===== config.mk =====
export PLATFORM = sky130hd
export DESIGN_NAME = sleep_pwr_ctrl
export DESIGN_NICKNAME = d
export VERILOG_FILES = /design/src/rtl/sleep_ctrl_pkg.sv /design/src/rtl/sleep_wdt.sv /design/src/rtl/sleep_ost.sv /design/src/rtl/sleep_io_hold.sv /design/src/rtl/sleep_pwr_ctrl.sv
export SDC_FILE = /design/constraint.sdc
export NUM_CORES = 1
export LEC_CHECK = 0
export BUFFER_PORTS_ARGS = -buffer_cell sky130_fd_sc_hd__clkbuf_2
export CAP_MARGIN = 10
export CORE_AREA = 2 2 45 89
export DETAILED_ROUTE_END_ITERATION = 8
export DIE_AREA = 0 0 47 91
export GPL_TIMING_DRIVEN = 0
export HOLD_SLACK_MARGIN = 0.02
export MAX_ROUTING_LAYER = met4
export PLACE_DENSITY_LB_ADDON = 0.15
export SETUP_SLACK_MARGIN = 0.5
export SLEW_MARGIN = 20
export SYNTH_ARGS = -nofsm -noshare
export SYNTH_HDL_FRONTEND = slang
export SYNTH_HIERARCHICAL = 1
export SYNTH_SLANG_ARGS = --single-unit

===== constraint.sdc =====
create_clock -name clk -period 1.8 [get_ports clk]
set_input_delay 0.27 -clock clk [delete_from_list [all_inputs] [get_ports clk]]
set_output_delay 0.27 -clock clk [all_outputs]
set_load 0.03 [all_outputs]

===== src/rtl/sleep_ctrl_pkg.sv =====
package sleep_ctrl_pkg;

  typedef enum logic [1:0] {
    PS_RUN   = 2'd0,
    PS_SLEEP = 2'd1,
    PS_START = 2'd2
  } pwr_state_e;

  // a counter of modulus lim has reached its final value
  function automatic logic at_last(input int unsigned cnt, input int unsigned lim);
    return cnt == (lim - 1);
  endfunction

endpackage


===== src/rtl/sleep_wdt.sv =====
module sleep_wdt #(
  parameter int unsigned LIMIT = 48
) (
  input  logic clk,
  input  logic rst_n,
  input  logic en,
  input  logic clr,
  output logic timeout
);
  import sleep_ctrl_pkg::*;
  localparam int unsigned W = (LIMIT > 2) ? $clog2(LIMIT) : 1;

  logic [W-1:0] cnt;

  assign timeout = en && at_last(int'(cnt), LIMIT);

  always_ff @(posedge clk) begin
    if (!rst_n)       cnt <= '0;
    else if (clr)     cnt <= '0;
    else if (en) begin
      if (timeout)    cnt <= '0;
      else            cnt <= cnt + 1'b1;
    end
  end

  // entry restarts the count from zero
  p_wdt_clear_r3: assert property (@(posedge clk) disable iff (!rst_n)
    clr |=> (cnt == '0));

endmodule


===== src/rtl/sleep_ost.sv =====
module sleep_ost #(
  parameter int unsigned CYCLES = 12
) (
  input  logic clk,
  input  logic rst_n,
  input  logic run,
  output logic done
);
  import sleep_ctrl_pkg::*;
  localparam int unsigned W = $clog2(CYCLES + 1);

  logic [W-1:0] cnt;

  assign done = run && at_last(int'(cnt), CYCLES);

  always_ff @(posedge clk) begin
    if (!rst_n)       cnt <= '0;
    else if (!run)    cnt <= '0;
    else if (!done)   cnt <= cnt + 1'b1;
  end

  // sequencer leaves start-up right after expiry
  p_start_exit_r8: assert property (@(posedge clk) disable iff (!rst_n)
    done |=> !run);

endmodule


===== src/rtl/sleep_io_hold.sv =====
module sleep_io_hold #(
  parameter int unsigned IO_W = 8
) (
  input  logic            clk,
  input  logic            rst_n,
  input  logic            capture,
  input  logic            hold,
  input  logic [IO_W-1:0] core_out,
  input  logic [IO_W-1:0] core_oe,
  output logic [IO_W-1:0] pin_out,
  output logic [IO_W-1:0] pin_oe
);
  logic [IO_W-1:0] held_out, held_oe;

  always_ff @(posedge clk) begin
    if (!rst_n) begin
      held_out <= '0;
      held_oe  <= '0;
    end else if (capture) begin
      held_out <= core_out;
      held_oe  <= core_oe;
    end
  end

  for (genvar i = 0; i < IO_W; i++) begin : g_lane
    assign pin_out[i] = hold ? held_out[i] : core_out[i];
    assign pin_oe[i]  = hold ? held_oe[i]  : core_oe[i];
  end

  // pins frozen across the whole hold window
  p_pins_frozen_r5: assert property (@(posedge clk) disable iff (!rst_n)
    (hold && $past(hold)) |-> ($stable(pin_out) && $stable(pin_oe)));

endmodule


===== src/rtl/sleep_pwr_ctrl.sv =====
module sleep_pwr_ctrl #(
  parameter int unsigned IO_W       = 8,
  parameter int unsigned WDT_LIMIT  = 48,
  parameter int unsigned OST_CYCLES = 12
) (
  input  logic            clk,
  input  logic            rst_n,
  input  logic            sleep_req,
  input  logic            wake_evt,
  input  logic            wdt_en,
  input  logic            clk_fail,
  input  logic [IO_W-1:0] core_out,
  input  logic [IO_W-1:0] core_oe,
  output logic [IO_W-1:0] pin_out,
  output logic [IO_W-1:0] pin_oe,
  output logic            osc_drv_en,
  output logic            core_ready,
  output logic            asleep,
  output logic            stat_pd,
  output logic            stat_to,
  output logic            wdt_timeout,
  output logic            fail_pending
);
  import sleep_ctrl_pkg::*;

  pwr_state_e state, state_nx;
  logic enter_ev, wake_ev, ost_done, in_start;

  // named internal events
  assign enter_ev = (state == PS_RUN) && sleep_req;
  assign wake_ev  = (state == PS_SLEEP) && (wake_evt || wdt_timeout);
  assign in_start = (state == PS_START);

  always_comb begin
    state_nx = state;
    unique case (state)
      PS_RUN:   if (enter_ev) state_nx = PS_SLEEP;
      PS_SLEEP: if (wake_ev)  state_nx = PS_START;
      PS_START: if (ost_done) state_nx = PS_RUN;
      default:                state_nx = PS_RUN;
    endcase
  end

  always_ff @(posedge clk) begin
    if (!rst_n) begin
      state        <= PS_RUN;
      stat_pd      <= 1'b1;
      stat_to      <= 1'b1;
      fail_pending <= 1'b0;
    end else begin
      state <= state_nx;
      if (enter_ev) stat_pd <= 1'b0;
      if (enter_ev)         stat_to <= 1'b1;
      else if (wdt_timeout) stat_to <= 1'b0;
      if (enter_ev)      fail_pending <= 1'b0;
      else if (clk_fail) fail_pending <= 1'b1;
    end
  end

  assign asleep     = (state == PS_SLEEP);
  assign osc_drv_en = (state != PS_SLEEP);
  assign core_ready = (state == PS_RUN);

  sleep_wdt #(.LIMIT(WDT_LIMIT)) u_wdt (
    .clk(clk), .rst_n(rst_n), .en(wdt_en), .clr(enter_ev), .timeout(wdt_timeout)
  );

  sleep_ost #(.CYCLES(OST_CYCLES)) u_ost (
    .clk(clk), .rst_n(rst_n), .run(in_start), .done(ost_done)
  );

  sleep_io_hold #(.IO_W(IO_W)) u_hold (
    .clk(clk), .rst_n(rst_n), .capture(enter_ev), .hold(!core_ready),
    .core_out(core_out), .core_oe(core_oe), .pin_out(pin_out), .pin_oe(pin_oe)
  );

  // status pattern on entry
  p_entry_status_r2: assert property (@(posedge clk) disable iff (!rst_n)
    $rose(asleep) |-> (!stat_pd && stat_to));

  // entry clears the clock-failure flag
  p_fail_clear_r6: assert property (@(posedge clk) disable iff (!rst_n)
    $rose(asleep) |-> !fail_pending);

  // watchdog expiry in the halt wakes and marks the cause
  p_wdt_wake_r7: assert property (@(posedge clk) disable iff (!rst_n)
    (asleep && wdt_timeout) |=> (!asleep && !stat_to));

  // oscillator back on whenever start-up runs
  p_osc_on_start_r4: assert property (@(posedge clk) disable iff (!rst_n)
    $fell(asleep) |-> (osc_drv_en && !core_ready));

endmodule


Word level (Yosys, flattened, before mapping)
Cells that the tools add are included.
Word-level totals
  bits of input ports: 22
  register bits: 31
  word-level logic and storage cells: 49
  output and inout bits: 23
Operators by class
  equal/unequal tests: 8
  multiplexer cells: 21
  bitwise operators: 1
  reductions and logical operators: 9
  $add $sub $neg: 2
Operators with widths (count)
  $mux W1: 16
  $add A6 B1 Y6 const B: 1
  $eq A6 B6 Y1 const B: 1
  $mux W2: 3
  $mux W6: 1
  $ne A2 B1 Y1 const B: 3
  $pmux W2 S3: 1
  $add A4 B1 Y4 const B: 1
  $eq A4 B4 Y1 const B: 1
  $logic_and A1 B1 Y1: 4
  $reduce_and A3 Y1: 1
  $eq A2 B1 Y1 const B: 1
  $eq A2 B2 Y1 const B: 1
  $logic_not A2 Y1: 1
  $ne A2 B2 Y1 const B: 1
  $reduce_and A2 Y1: 1
  $reduce_or A2 Y1: 1
  $logic_or A1 B1 Y1: 1
  $not A1 Y1: 1

Depth between registers and ports, before layout
  word-level depth: 6
  mapped depth: 6
  mapped depth without buffers: 6

Modules after synthesis
The synthesis kept the hierarchy.
Modules (own cells, without submodules)
  sleep_io_hold: seq. area each 320.3 um^2, area each 864.6 um^2, times used 1, cells each 69
  sleep_wdt: seq. area each 120.1 um^2, area each 281.5 um^2, times used 1, cells each 32
  sleep_ost: seq. area each 80.1 um^2, area each 209.0 um^2, times used 1, cells each 22
  sleep_pwr_ctrl: seq. area each 100.1 um^2, area each 209.0 um^2, times used 1, cells each 23

Worst setup path after synthesis
No wires, ideal clock.
  path kind: register -> register
  start point: register u_wdt.cnt[0]
  end point: register state[0]
  stages on the path, launching flop included: 7
  period minus slack after synthesis: 1619 ps
  arrival: 1501 ps
  path buffers: 0
  required time: 1682 ps
  setup time: 118 ps
  setup slack: 181 ps
  cells stage by stage: dfxtp_1 > ha_1 > nand4_2 > nor2_1 > nor2_1 > mux2i_1 > nor3b_1
Between the ends
  cells in the longest elaborated chain, start to end: 6
RTL lines
  start: declaration: line sleep_wdt.sv:13  | logic [W-1:0] cnt;
  start signal: assignment: line sleep_wdt.sv:22  | else cnt <= cnt + 1'b1;
  $eq A6 B6 Y1: line sleep_ctrl_pkg.sv:11  | return cnt == (lim - 1);
  $logic_and A1 B1 Y1: line sleep_wdt.sv:15  | assign timeout = en && at_last(int'(cnt), LIMIT);
  net wdt_timeout: line sleep_pwr_ctrl.sv:21  | output logic wdt_timeout,
  $logic_or A1 B1 Y1: line sleep_pwr_ctrl.sv:31  | assign wake_ev = (state == PS_SLEEP) && (wake_evt || wdt_timeout);
  $logic_and A1 B1 Y1: line sleep_pwr_ctrl.sv:31
  $ne A2 B1 Y1 (no source line)
  $reduce_and A3 Y1 (no source line)
  end signal: assignment: line sleep_pwr_ctrl.sv:51  | state <= state_nx;
  end: declaration: line sleep_pwr_ctrl.sv:26  | pwr_state_e state, state_nx;
The timed path passes the listed nets, and every way through them passes these cells.
A chain may end at the register's enable or synchronous reset.

Worst setup path after layout
  start point: register state[1]
  end point: output pin_oe[6]
Between the ends
  cells in the longest elaborated chain, start to end: 2
RTL lines
  $logic_not A2 Y1: line sleep_pwr_ctrl.sv:62  | assign core_ready = (state == PS_RUN);
  $mux W1: line sleep_io_hold.sv:27  | assign pin_oe[i] = hold ? held_oe[i] : core_oe[i];
  end: declaration: line sleep_pwr_ctrl.sv:15  | output logic [IO_W-1:0] pin_oe,
No other way between the ends.

==> summary.txt <==
Proportion of layout cells with a drive suffix above 1: 0.545
Clk network pwr share: 0.299
Max_slew headroom: 0.727
Most common cell in the netlist: sky130_fd_sc_hd__dfxtp_1
Wirelength per Cell: 14.1 um
Synth Instances: 146
Setup Skew: 0.00434 ns
Portion of the post-synthesis area used by sequential elements: 0.397
Crit path buffers/inverters: 3
Number of storage elements in the synthesis netlist: 31
Hold WS: 0.246 ns
Final worst path period need: 1.85 ns
Outcome: complete, but fails checks
Cells traversed along the worst timing path: or2_4 -> buf_8 -> buf_16 -> mux2_4 -> buf_8
Post-CTS clock slew at the launch and capture registers of the worst setup and hold paths: 0.06 ns
Weighted congestion reported at the end of routability-driven placement: 0.658
CTS H-tree depth: 2
Initial drt markers: 18
Worst setup path endpoint: pin_oe[6]
Cell type of the slowest stage on the worst timing path: sky130_fd_sc_hd__dfxtp_2
Leading register cell type out of synthesis: sky130_fd_sc_hd__dfxtp_1
Most common cell on crit path: sky130_fd_sc_hd__buf_8
Routed wl met3: 158 um
Async S/R FF share, synth: 0
Critical path endpoint category: primary output
Area delta synth->final: 61.1%
Combinational share of power: 0.328
Port bufs: 44
Antenna Nets Post-Route: 0
Top cell type by total area after synthesis: sky130_fd_sc_hd__dfxtp_1
Critical path launch point: state[1]
Horizontal extent of the die: 47 um
Final wirelength: 3790 um
Final count of hold timing violations: 0
Number of flops mapped to enable cells by yosys: 0
Worst min path class: in -> reg
Antenna violations before repair: 0
Count of vias placed by the detailed router: 1,331
Static leakage: 1.10 nW
Overall die area: 4280 um^2
P_sw: 0.551 mW
Worst-case setup margin in the final layout: -0.0518 ns
CP Max Fanout: 5
Post-placement setup slack: 0.180 ns
Wire length of the first global-routing pass: 5910 um
Worst-Margin Slew: 0.410 ns
Violations in the final reports: setup timing
Starting utilization of the core area: 0.438
Class of the most critical setup path: reg -> out
Setup Total Neg Slack: -0.601 ns
Routed met2 length: 2290 um
Proportion of total power due to net switching: 0.277
Uppermost layer routed: met4
Power per cell area: 790 nW/um^2
Post-synthesis instance area: 1560 um^2
Number of logic stages on the critical path including buffering: 5
Syn_nets: 170
Rows: 31
Worst endpoint data arrival time: 1.58 ns
CTS Buf Count: 5
Vias in the first global route: 1,372
Die height: 91 um
RSZ-0062 raised after global routing: yes
Top cell type's share of synthesized area: 0.397
CP top delay family: buffers and inverters
Number of max-slew violations in the final report: 0
All-layer global routing usage: 0.192
Mapped Avg Cell Area: 10.7 um^2
Sum of net half-perimeters after detailed placement: 2320 um
Diodes inserted: 0
Root Buffer Master: sky130_fd_sc_hd__clkbuf_8
Number of hold buffers added after cts: 0
Final count of negative-setup-slack endpoints: 16
CP peak stage delay: 0.33 ns
Worst R2R End: u_hold/held_oe[1]
Utilization after layout: 0.706
Maximum Capacitance Violations: 0
WL met1: 1270 um
Maximum number of pins on one net before global-route repair: 21
Clk buf depth: 2
Final-stage net count: 243
Placeable core area: 3570 um^2
R2R cell count: 8
Clock tree from TritonCTS: built
Vias per std cell: 4.95
Dominant cells by area after synthesis: sky130_fd_sc_hd__dfxtp_1 (40%), sky130_fd_sc_hd__mux2i_1 (13%), sky130_fd_sc_hd__mux2_4 (9.6%)
Number of search-and-repair iterations in the first detailed-routing pass: 4
Syn. warnings: 6
GRT Residual Overflow: 0
Synth cell count leaders: sky130_fd_sc_hd__dfxtp_1 (31), sky130_fd_sc_hd__mux2i_1 (21), sky130_fd_sc_hd__nor2b_1 (19)
Worst-skew pair later-pin latency: 0.28 ns
Number of distinct standard cells referenced by the synthesized netlist: 32
DRC errors left: 0
Final clock period utilization by the worst path: 1.03
Maximum frequency from static timing analysis: 540 MHz
Reg-to-reg startpoint: state[1]
Max IR drop VDD: 0.637 mV
Internal cell power: 1.44 mW
Share of power burned in registers: 0.373
Required time of the critical path: 1.53 ns
Sink count of the clock tree: 31
Worst reg2reg setup slack: 0.14 ns
IO Count: 45
Type of origin of the critical path: flip-flop
## metal layers
metal	GRT usage	up-vias
li1	-	649
met1	0.173	631
met2	0.355	44
met3	0.0417	7
met4	0.0694	0
met5	-	-
## timing repair
item,4_1_cts,5_1_grt
endpoints found under the hold margin,0,0
endpoints found under the setup margin,41,44
gates resized for setup,60,40
gates cloned,2,0
pin swaps,3,9
buffers inserted,12,8
## registers in the layout, summed over array words and instances (netlist names)
signal           count
fail_pending         1
stat_pd              1
stat_to              1
state                2
u_hold/held_oe       8
u_hold/held_out      8
u_ost/cnt            4
u_wdt/cnt            6
## power groups by stage
stage	Sequential (mW)	Clock (mW)	Combinational, mW
global placement	0.756	0	0.417
finish	0.742	0.595	0.653
CTS	0.741	0.613	0.593
floorplan	0.760	0	0.312
detailed placement	0.758	0	0.424
global route	0.745	0.639	0.693
## logic make-up (layout without fill, tap and decap cells)
| kind of cell | Yosys count | after routing | synth area share |
|---|---|---|---|
| simple gates | 56 | 56 | 0.214 |
| xor+xnor | 2 | 2 | 0.0112 |
| compound gates | 9 | 9 | 0.0352 |
| mux | 37 | 37 | 0.274 |
| fa+ha+maj | 2 | 2 | 0.0160 |
| flops | 31 | 31 | 0.397 |
| buf+inv | 9 | 83 | 0.0528 |
## stage by stage
step           total power [mW]  instance area (um^2)  cells
2_1_floorplan              1.07                  1580    146
3_3_place_gp               1.17                  1860    239
3_5_place_dp               1.18                  1860    239
4_1_cts                    1.95                  2360    261
5_1_grt                    2.08                  2520    269
6_report                   1.99                  2520    269
## worst min path at each step
stage,start,to,cells past startpoint,slack [ns]
after floorplan,rst_n,stat_pd,1,0.33
after global placement,state[1],state[0],1,0.43
after detailed placement,stat_pd,stat_pd,2,0.44
after CTS,clk_fail,fail_pending,2,0.21
after global routing,clk_fail,fail_pending,2,0.24
final,clk_fail,fail_pending,2,0.25
## final cells by class
cell class,count,area [um^2]
fillers,277,1050
inverters,3,13.8
repair buffers,66,668
multi-input cells,106,962
flip-flops and latches,31,629
plain buffers,6,85.1
well taps,49,61.3
clock buffers,8,100
## layout by cell type (no fill, tap or decap), types with 2 or more instances in the layout
cell type and n:
sky130_fd_sc_hd__o21ai_0 2, sky130_fd_sc_hd__a21oi_2 2, sky130_fd_sc_hd__dfxtp_2 4, sky130_fd_sc_hd__mux2_4 10, sky130_fd_sc_hd__nand3_1 7, sky130_fd_sc_hd__or3_1 2, sky130_fd_sc_hd__nand2_1 5, sky130_fd_sc_hd__nor2_4 2
sky130_fd_sc_hd__clkbuf_8 7, sky130_fd_sc_hd__nor2b_1 18, sky130_fd_sc_hd__nor2_1 3, sky130_fd_sc_hd__buf_6 9, sky130_fd_sc_hd__dfxtp_1 26, sky130_fd_sc_hd__mux2i_1 20, sky130_fd_sc_hd__clkbuf_2 24, sky130_fd_sc_hd__inv_2 2
sky130_fd_sc_hd__buf_12 3, sky130_fd_sc_hd__buf_8 22, sky130_fd_sc_hd__buf_16 2, sky130_fd_sc_hd__xor2_1 2, sky130_fd_sc_hd__mux2_2 6, sky130_fd_sc_hd__nand2b_4 4, sky130_fd_sc_hd__nand3b_1 2, sky130_fd_sc_hd__a21oi_1 2
sky130_fd_sc_hd__buf_4 11, sky130_fd_sc_hd__clkbuf_1 2
No activity file was read; power rests on OpenSTA's default activity.
